--- config.mk ---
export PLATFORM = sky130hd
export DESIGN_NAME = gpio_dir_out
export DESIGN_NICKNAME = d
export VERILOG_FILES = /design/src/rtl/gpio_dir_out.sv
export SDC_FILE = /design/constraint.sdc
export NUM_CORES = 1
export LEC_CHECK = 0
export BUFFER_PORTS_ARGS = -buffer_cell sky130_fd_sc_hd__buf_2
export CAP_MARGIN = 20
export CORE_MARGIN = 2
export CORE_UTILIZATION = 51
export DETAILED_ROUTE_END_ITERATION = 10
export PLACE_DENSITY = 0.82
export RECOVER_POWER = 100
export REMOVE_ABC_BUFFERS = 1
export SYNTH_ARGS = -nofsm -noshare
export SYNTH_HDL_FRONTEND = slang
export SYNTH_SLANG_ARGS = --single-unit
--- constraint.sdc ---
create_clock -name clk -period 1.5 [get_ports clk]
set_input_delay 0.15 -clock clk [delete_from_list [all_inputs] [get_ports clk]]
set_output_delay 0.15 -clock clk [all_outputs]
set_load 0.03 [all_outputs]
--- src/rtl/gpio_dir_out.sv ---
module gpio_dir_out #(
  parameter int ADDR_W = 8
) (
  input  logic              clk,
  input  logic              rst_n,
  input  logic              bus_wr,
  input  logic              bus_rd,
  input  logic [ADDR_W-1:0] bus_addr,
  input  logic [31:0]       bus_wdata,
  output logic [31:0]       bus_rdata,
  input  logic [31:0]       pin_in,
  output logic [31:0]       pin_out,
  output logic [31:0]       pin_oe
);
  localparam logic [ADDR_W-1:0] OFF_SET = ADDR_W'('h00);
  localparam logic [ADDR_W-1:0] OFF_CLR = ADDR_W'('h04);
  localparam logic [ADDR_W-1:0] OFF_LO  = ADDR_W'('h08);
  localparam logic [ADDR_W-1:0] OFF_HI  = ADDR_W'('h0c);
  localparam logic [ADDR_W-1:0] OFF_IN  = ADDR_W'('h10);

  logic [31:0] dir_q, sync1_q, sync2_q, in_q;
  logic [15:0] out_lo_q, out_hi_q;

  wire         wr_set = bus_wr && bus_addr == OFF_SET;
  wire         wr_clr = bus_wr && bus_addr == OFF_CLR;
  wire         wr_lo  = bus_wr && bus_addr == OFF_LO;
  wire         wr_hi  = bus_wr && bus_addr == OFF_HI;
  wire  [15:0] w_mask = bus_wdata[31:16];
  wire  [15:0] w_val  = bus_wdata[15:0];

  always_ff @(posedge clk) begin
    if (!rst_n)      dir_q <= '0;
    else if (wr_set) dir_q <= dir_q | bus_wdata;
    else if (wr_clr) dir_q <= dir_q & ~bus_wdata;
  end

  always_ff @(posedge clk) begin
    if (!rst_n)     out_lo_q <= '0;
    else if (wr_lo) out_lo_q <= (out_lo_q & ~w_mask) | (w_val & w_mask);
  end

  always_ff @(posedge clk) begin
    if (!rst_n)     out_hi_q <= '0;
    else if (wr_hi) out_hi_q <= (out_hi_q & ~w_mask) | (w_val & w_mask);
  end

  always_ff @(posedge clk) begin
    if (!rst_n) begin
      sync1_q <= '0;
      sync2_q <= '0;
      in_q    <= '0;
    end else begin
      sync1_q <= pin_in;
      sync2_q <= sync1_q;
      in_q    <= sync2_q;
    end
  end

  always_comb begin
    bus_rdata = '0;
    if (bus_rd) begin
      if (bus_addr == OFF_CLR)     bus_rdata = dir_q;
      else if (bus_addr == OFF_IN) bus_rdata = in_q;
    end
  end

  assign pin_out = {out_hi_q, out_lo_q};
  assign pin_oe  = dir_q;
endmodule


==> results of run 1 <==
synth_stat cells (16+ instances only):
master	n
a22oi_1	32
a311oi_1	32
a31oi_1	32
and2_1	96
buf_2	17
clkbuf_1	37
dfxtp_1	160
mux2i_1	32
nand2_1	48
nand4_1	16
nand4b_1	16
nor2_1	33
where the power goes:
part	internal, mW	total [mW]	switching (mW)
Sequential	4.35	4.38	0.0261
Clock	2.73	4.49	1.76
Combinational	0.295	0.610	0.315
cell type report:
type / instances / share of cell area [%]
Timing Repair Buffer: 257 / 21.6
Inverter: 1 / 0.0465
Clock buffer: 17 / 5.13
Sequential cell: 160 / 39.7
Multi-Input combinational cell: 344 / 28.8
Clock inverter: 15 / 2.56
Tap cell: 140 / 2.17
logic make-up after synthesis:
| logic type | synth area share [%] |
|---|---|
| mux | 5.63 |
| buf+inv | 4.00 |
| compound gates | 12.7 |
| simple gates | 21.4 |
| flops | 56.3 |
layout by cell type, fill, tap and decap left out, drive strengths merged:
cell type    instances
inv                  5
nor2                33
clkbuf              91
clkinvlp             2
a311oi              32
nand4b              16
bufinv               4
nand4               16
mux2i               32
and2                97
nor4                 1
nor2b                2
dlygate4sd3         64
a31oi               32
a22oi               32
nand3                1
nor4b                2
nand2               48
buf                119
clkinv               5
dfxtp              160
worst reg2reg max path, delay by kind of cell (launching register included):
family	cells	cell delay (ns)
flops	1	0.37
compound gates	2	0.43
per-stage QoR:
step	setup TNS, ns	power (mW)	util (%)	std cells
final	-0.129	9.48	74.2	934
after global routing	-1.56	9.80	74.2	934
after CTS	0	9.53	74.1	934
after detailed placement	-3.08	4.94	62.3	838
after global placement	-0.322	4.92	62.3	838
after floorplan	-188.68	4.62	-	505
timing repair:
item	4_1_cts	5_1_grt
setup endpoints to repair	32	32
gates cloned	0	0
hold buffers	64	0
hold endpoints to repair	96	0
pin swaps	2	2
resized for setup	9	60
routing by layer:
layer / vias up / share of wire (%) / global-route usage, % / routed length (um)
li1: 2427 / - / - / -
met1: 2485 / 39 / 31.3 / 6460
met2: 262 / 51 / 48.0 / 8450
met3: 60 / 6.8 / 5.93 / 1130
met4: 0 / 3.2 / 13.8 / 530
met5: - / 0 / 0 / 0
worst paths after layout:
check	to	slack [ns]	startpoint	cells after the start
setup / recovery	bus_rdata[2]	-0.04	bus_addr[7]	6
hold / removal	register	0.03	bus_addr[1]	4
setup reg to reg	register	0.60	register	2
hold reg to reg	sync2_q[13]$_SDFF_PN0_	0.43	sync1_q[13]$_SDFF_PN0_	1
==> impl_metrics.env, run 1 <==
export IMPL_regArea_um2=3200
export IMPL_cp_start_kind="primary input"
export IMPL_syn_area_per_cell_um2=10.2
export IMPL_cts_max_path_buffers=2
export IMPL_grt_overflow=0
export IMPL_dp_final_hpwl_um=9850
export IMPL_ys_ff_latch=160
export IMPL_powerDensity_nw_per_um2=1170
export IMPL_slowest_stage="nor4_4"
export IMPL_synthesis_area_um2=5690
export IMPL_dpl_worst_slack_ns=-0.124
export IMPL_cap_violations=0
export IMPL_fillers=757
export IMPL_synth_edf_count=0
export IMPL_setup_viol=6
export IMPL_fp_dieW_um=110
export IMPL_rsz0062_at_grt="true"
export IMPL_numCtsBuffers=17
export IMPL_worst_path_max_fanout=6
export IMPL_worst_hold_slack_ns=0.0289
export IMPL_ir_worst_vdd_v=0.000761
export IMPL_synth_async_reset_ratio_pct=0
export IMPL_ys_seq_area_share_pct=56.3
export IMPL_design_area_um2=8080
export IMPL_final_hold_violation_count=0
export IMPL_failed_checks="negative setup slack"
export IMPL_yosys_warnings=0
export IMPL_drv_slew=0
export IMPL_crit_path_cell_trace="buf_2, nor4_4, nand3_2, buf_4, nor2_1, buf_4"
export IMPL_dieArea_um2=12000
export IMPL_arrival_ns=1.39
export IMPL_viasPerCell=5.60
export IMPL_power_leakage_nw=3.28
export IMPL_wire_per_inst_um=17.7
export IMPL_n_antenna_cell=0
export IMPL_crit_required_ns=1.35
export IMPL_drt_drc_violations_left=0
export IMPL_drive_above_1_share_pct=23.0
export IMPL_cp_num_buf_inv=3
export IMPL_max_stage_delay_ns=0.37
export IMPL_critical_path_top_delay_family="simple AND/OR/NAND/NOR gates"
export IMPL_maxSlewHeadroom_pct=45.8
export IMPL_path_class="primary input to primary output"
export IMPL_skew_ns=0.00577
export IMPL_drt_wl_total_um=16600
export IMPL_ant_nets=0
export IMPL_syn_inst=559
export IMPL_outcome="finished with violations"
export IMPL_core_um2=10900
export IMPL_gp_congestion=0.802
export IMPL_post_route_period_util_pct=103
export IMPL_ys_types=18
export IMPL_io_buffer_count=171
export IMPL_routed_via_count=5234
export IMPL_cts_root_buf="clkbuf_8"
export IMPL_rows=38
export IMPL_pin_count=172
export IMPL_cts_tree="built"
export IMPL_grt_pass1_wl_um=25200
export IMPL_synthTopCellsByArea="dfxtp_1 56%, and2_1 11%, mux2i_1 5.6%"
export IMPL_cts_htree_levels=4
export IMPL_cpMostUsedCell="buf_4"
export IMPL_antenna_found_initial=0
export IMPL_dr_pass1_iters=5
export IMPL_synthDominantCellAreaShare_pct=56.3
export IMPL_multi_input_area_um2=2330
export IMPL_initial_utilization_pct=52.3
export IMPL_synth_ff_type="dfxtp_1"
export IMPL_synth_area_leader_cell="dfxtp_1"
export IMPL_hold_path_class="primary input to register"
export IMPL_grt_pass1_vias=5318
export IMPL_end_kind="primary output"
export IMPL_tightest_slew_ns=0.813
export IMPL_post_cts_buffers=0
export IMPL_layout_min_cycle_time_ns=1.54
export IMPL_grt_use_total_pct=27.4
export IMPL_drtIter0Drc=490
export IMPL_clkLatencyLatePin_ns=0.52
export IMPL_setup_ws_ns=-0.0418
export IMPL_grt_max_degree=86
export IMPL_postPlaceCellArea_um2=6790
export IMPL_fmaxAchievable_mhz=649
export IMPL_synthToLayoutAreaGrowth_pct=41.9
export IMPL_finalNetCount=857
export IMPL_dieHeight_um=110
export IMPL_clock_sinks=160
export IMPL_clkSlewWorstSetupHoldPaths_ns=0.07
(Power assumes the default switching activity.)
==> run 2, diff against run 1 <==
--- a/config.mk
+++ b/config.mk
@@ -10,6 +10,7 @@
 export CORE_MARGIN = 2
 export CORE_UTILIZATION = 51
 export DETAILED_ROUTE_END_ITERATION = 10
+export MAX_ROUTING_LAYER = met4
 export PLACE_DENSITY = 0.82
 export RECOVER_POWER = 100
 export REMOVE_ABC_BUFFERS = 1
==> impl_metrics.env, run 2 (synthesized netlist as in run 1, its figures left out) <==
export IMPL_end_kind="primary output"
export IMPL_power_leakage_nw=3.28
export IMPL_cts_tree="built"
export IMPL_grt_max_degree=86
export IMPL_dp_final_hpwl_um=9850
export IMPL_synthToLayoutAreaGrowth_pct=41.9
export IMPL_total_power_mw=9.48
export IMPL_io_buffer_count=171
export IMPL_final_hold_violation_count=0
export IMPL_cts_max_path_buffers=2
export IMPL_drtIter0Drc=459
export IMPL_power_switching_mw=2.10
export IMPL_ir_worst_vdd_v=0.000760
export IMPL_gp_congestion=0.813
export IMPL_power_internal_mw=7.37
export IMPL_post_cts_buffers=0
export IMPL_dieHeight_um=110
export IMPL_comb_power_share_pct=6.5
export IMPL_grt_overflow=0
export IMPL_viasPerCell=5.62
export IMPL_crit_required_ns=1.35
export IMPL_finalNetCount=857
export IMPL_layout_min_cycle_time_ns=1.54
export IMPL_path_class="primary input to primary output"
export IMPL_dieArea_um2=12000
export IMPL_setup_viol=6
export IMPL_worst_path_max_fanout=6
export IMPL_drt_wl_total_um=16600
export IMPL_outcome="finished with violations"
export IMPL_routed_via_count=5249
export IMPL_cts_root_buf="clkbuf_8"
export IMPL_drive_above_1_share_pct=23.0
export IMPL_fmaxAchievable_mhz=651
export IMPL_powerDensity_nw_per_um2=1170
export IMPL_ant_nets=0
export IMPL_setup_ws_ns=-0.0368
export IMPL_mostFrequentLayoutCells="160 x dfxtp_1, 73 x buf_2, 64 x dlygate4sd3_1"
export IMPL_cts_htree_levels=4
export IMPL_pin_count=172
export IMPL_post_route_period_util_pct=102
export IMPL_cp_start_kind="primary input"
export IMPL_clock_sinks=160
export IMPL_hold_path_class="primary input to register"
export IMPL_grt_pass1_wl_um=25200
export IMPL_wire_per_inst_um=17.8
export IMPL_swShare_pct=22.2
export IMPL_arrival_ns=1.39
export IMPL_grt_pass1_vias=5332
export IMPL_p_seq_share_pct=46.2
export IMPL_rsz0062_at_grt="true"
export IMPL_fillers=757
export IMPL_antenna_found_initial=0
export IMPL_p_clk_share_pct=47.3
export IMPL_fp_dieW_um=110
export IMPL_skew_ns=0.00384
export IMPL_initial_utilization_pct=52.3
export IMPL_clkLatencyLatePin_ns=0.52
export IMPL_failed_checks="negative setup slack"
export IMPL_n_antenna_cell=0
export IMPL_tightest_slew_ns=0.813
export IMPL_final_common_cell="dfxtp_1"
export IMPL_grt_use_total_pct=28.1
export IMPL_setup_tns_ns=-0.0980
export IMPL_clkSlewWorstSetupHoldPaths_ns=0.07
export IMPL_maxSlewHeadroom_pct=45.8
export IMPL_reg2reg_setup_slack_ns=0.60
export IMPL_numCtsBuffers=17
export IMPL_rows=38
export IMPL_drt_drc_violations_left=0
export IMPL_cap_violations=0
export IMPL_dr_pass1_iters=6
export IMPL_core_um2=10900
export IMPL_drv_slew=0
run 2: power groups by stage:
stage | Clock, mW | Combinational, mW | Sequential [mW]
final | 4.49 | 0.611 | 4.38
after global routing | 4.75 | 0.654 | 4.39
after CTS | 4.55 | 0.603 | 4.38
after detailed placement | 0 | 0.471 | 4.47
after global placement | 0 | 0.450 | 4.47
after floorplan | 0 | 0.151 | 4.47
run 2: layout make-up:
class / count / area [um2] / share of cell area, %
inverters: 1 / 3.75 / 0.0465
flip-flops and latches: 160 / 3200 / 39.7
multi-input cells: 344 / 2330 / 28.8
well taps: 140 / 175 / 2.17
repair buffers: 257 / 1740 / 21.6
clock buffers: 17 / 414 / 5.13
clock inverters: 15 / 206 / 2.56
run 2: per-stage QoR:
stage	area [um2]	hold WS, ns	std cells	setup slack (ns)	utilization [%]
6_report	8080	0.0284	934	-0.0368	74.2
5_1_grt	8080	0.0221	934	-0.117	74.2
4_1_cts	8070	0.00697	934	0.000130	74.1
3_5_place_dp	6790	0.360	838	-0.124	62.3
3_3_place_gp	6790	0.355	838	-0.0299	62.3
2_1_floorplan	5470	0.260	505	-2.68	-
run 2: what timing repair did:
item	in CTS	in global routing
gates resized for setup	9	60
pin swaps	2	2
hold endpoints to repair	96	0
hold buffers	64	0
setup endpoints to repair	32	32
run 2: final timing paths:
path,from,to,cells after the start
worst max-delay path,bus_addr[7],bus_rdata[2],6
worst min-delay path,bus_addr[1],register,4
worst max register to register,register,register,2
worst min register to register,sync1_q[13]$_SDFF_PN0_,sync2_q[13]$_SDFF_PN0_,1
run 2: metal layers:
metal  vias up  GRT usage, %  share of wire (%)
met2       287          48.0                 50
met1      2470          31.6                 39
met4         0          13.8                3.5
met3        72          5.33                7.3
met5         -             -                  0
li1       2420             -                  -
run 2: worst max-delay path: stages:
cell and delay [ns]:
buf_2 0.13, nor4_4 0.37, nand3_2 0.18, buf_4 0.20, nor2_1 0.16, buf_4 0.19
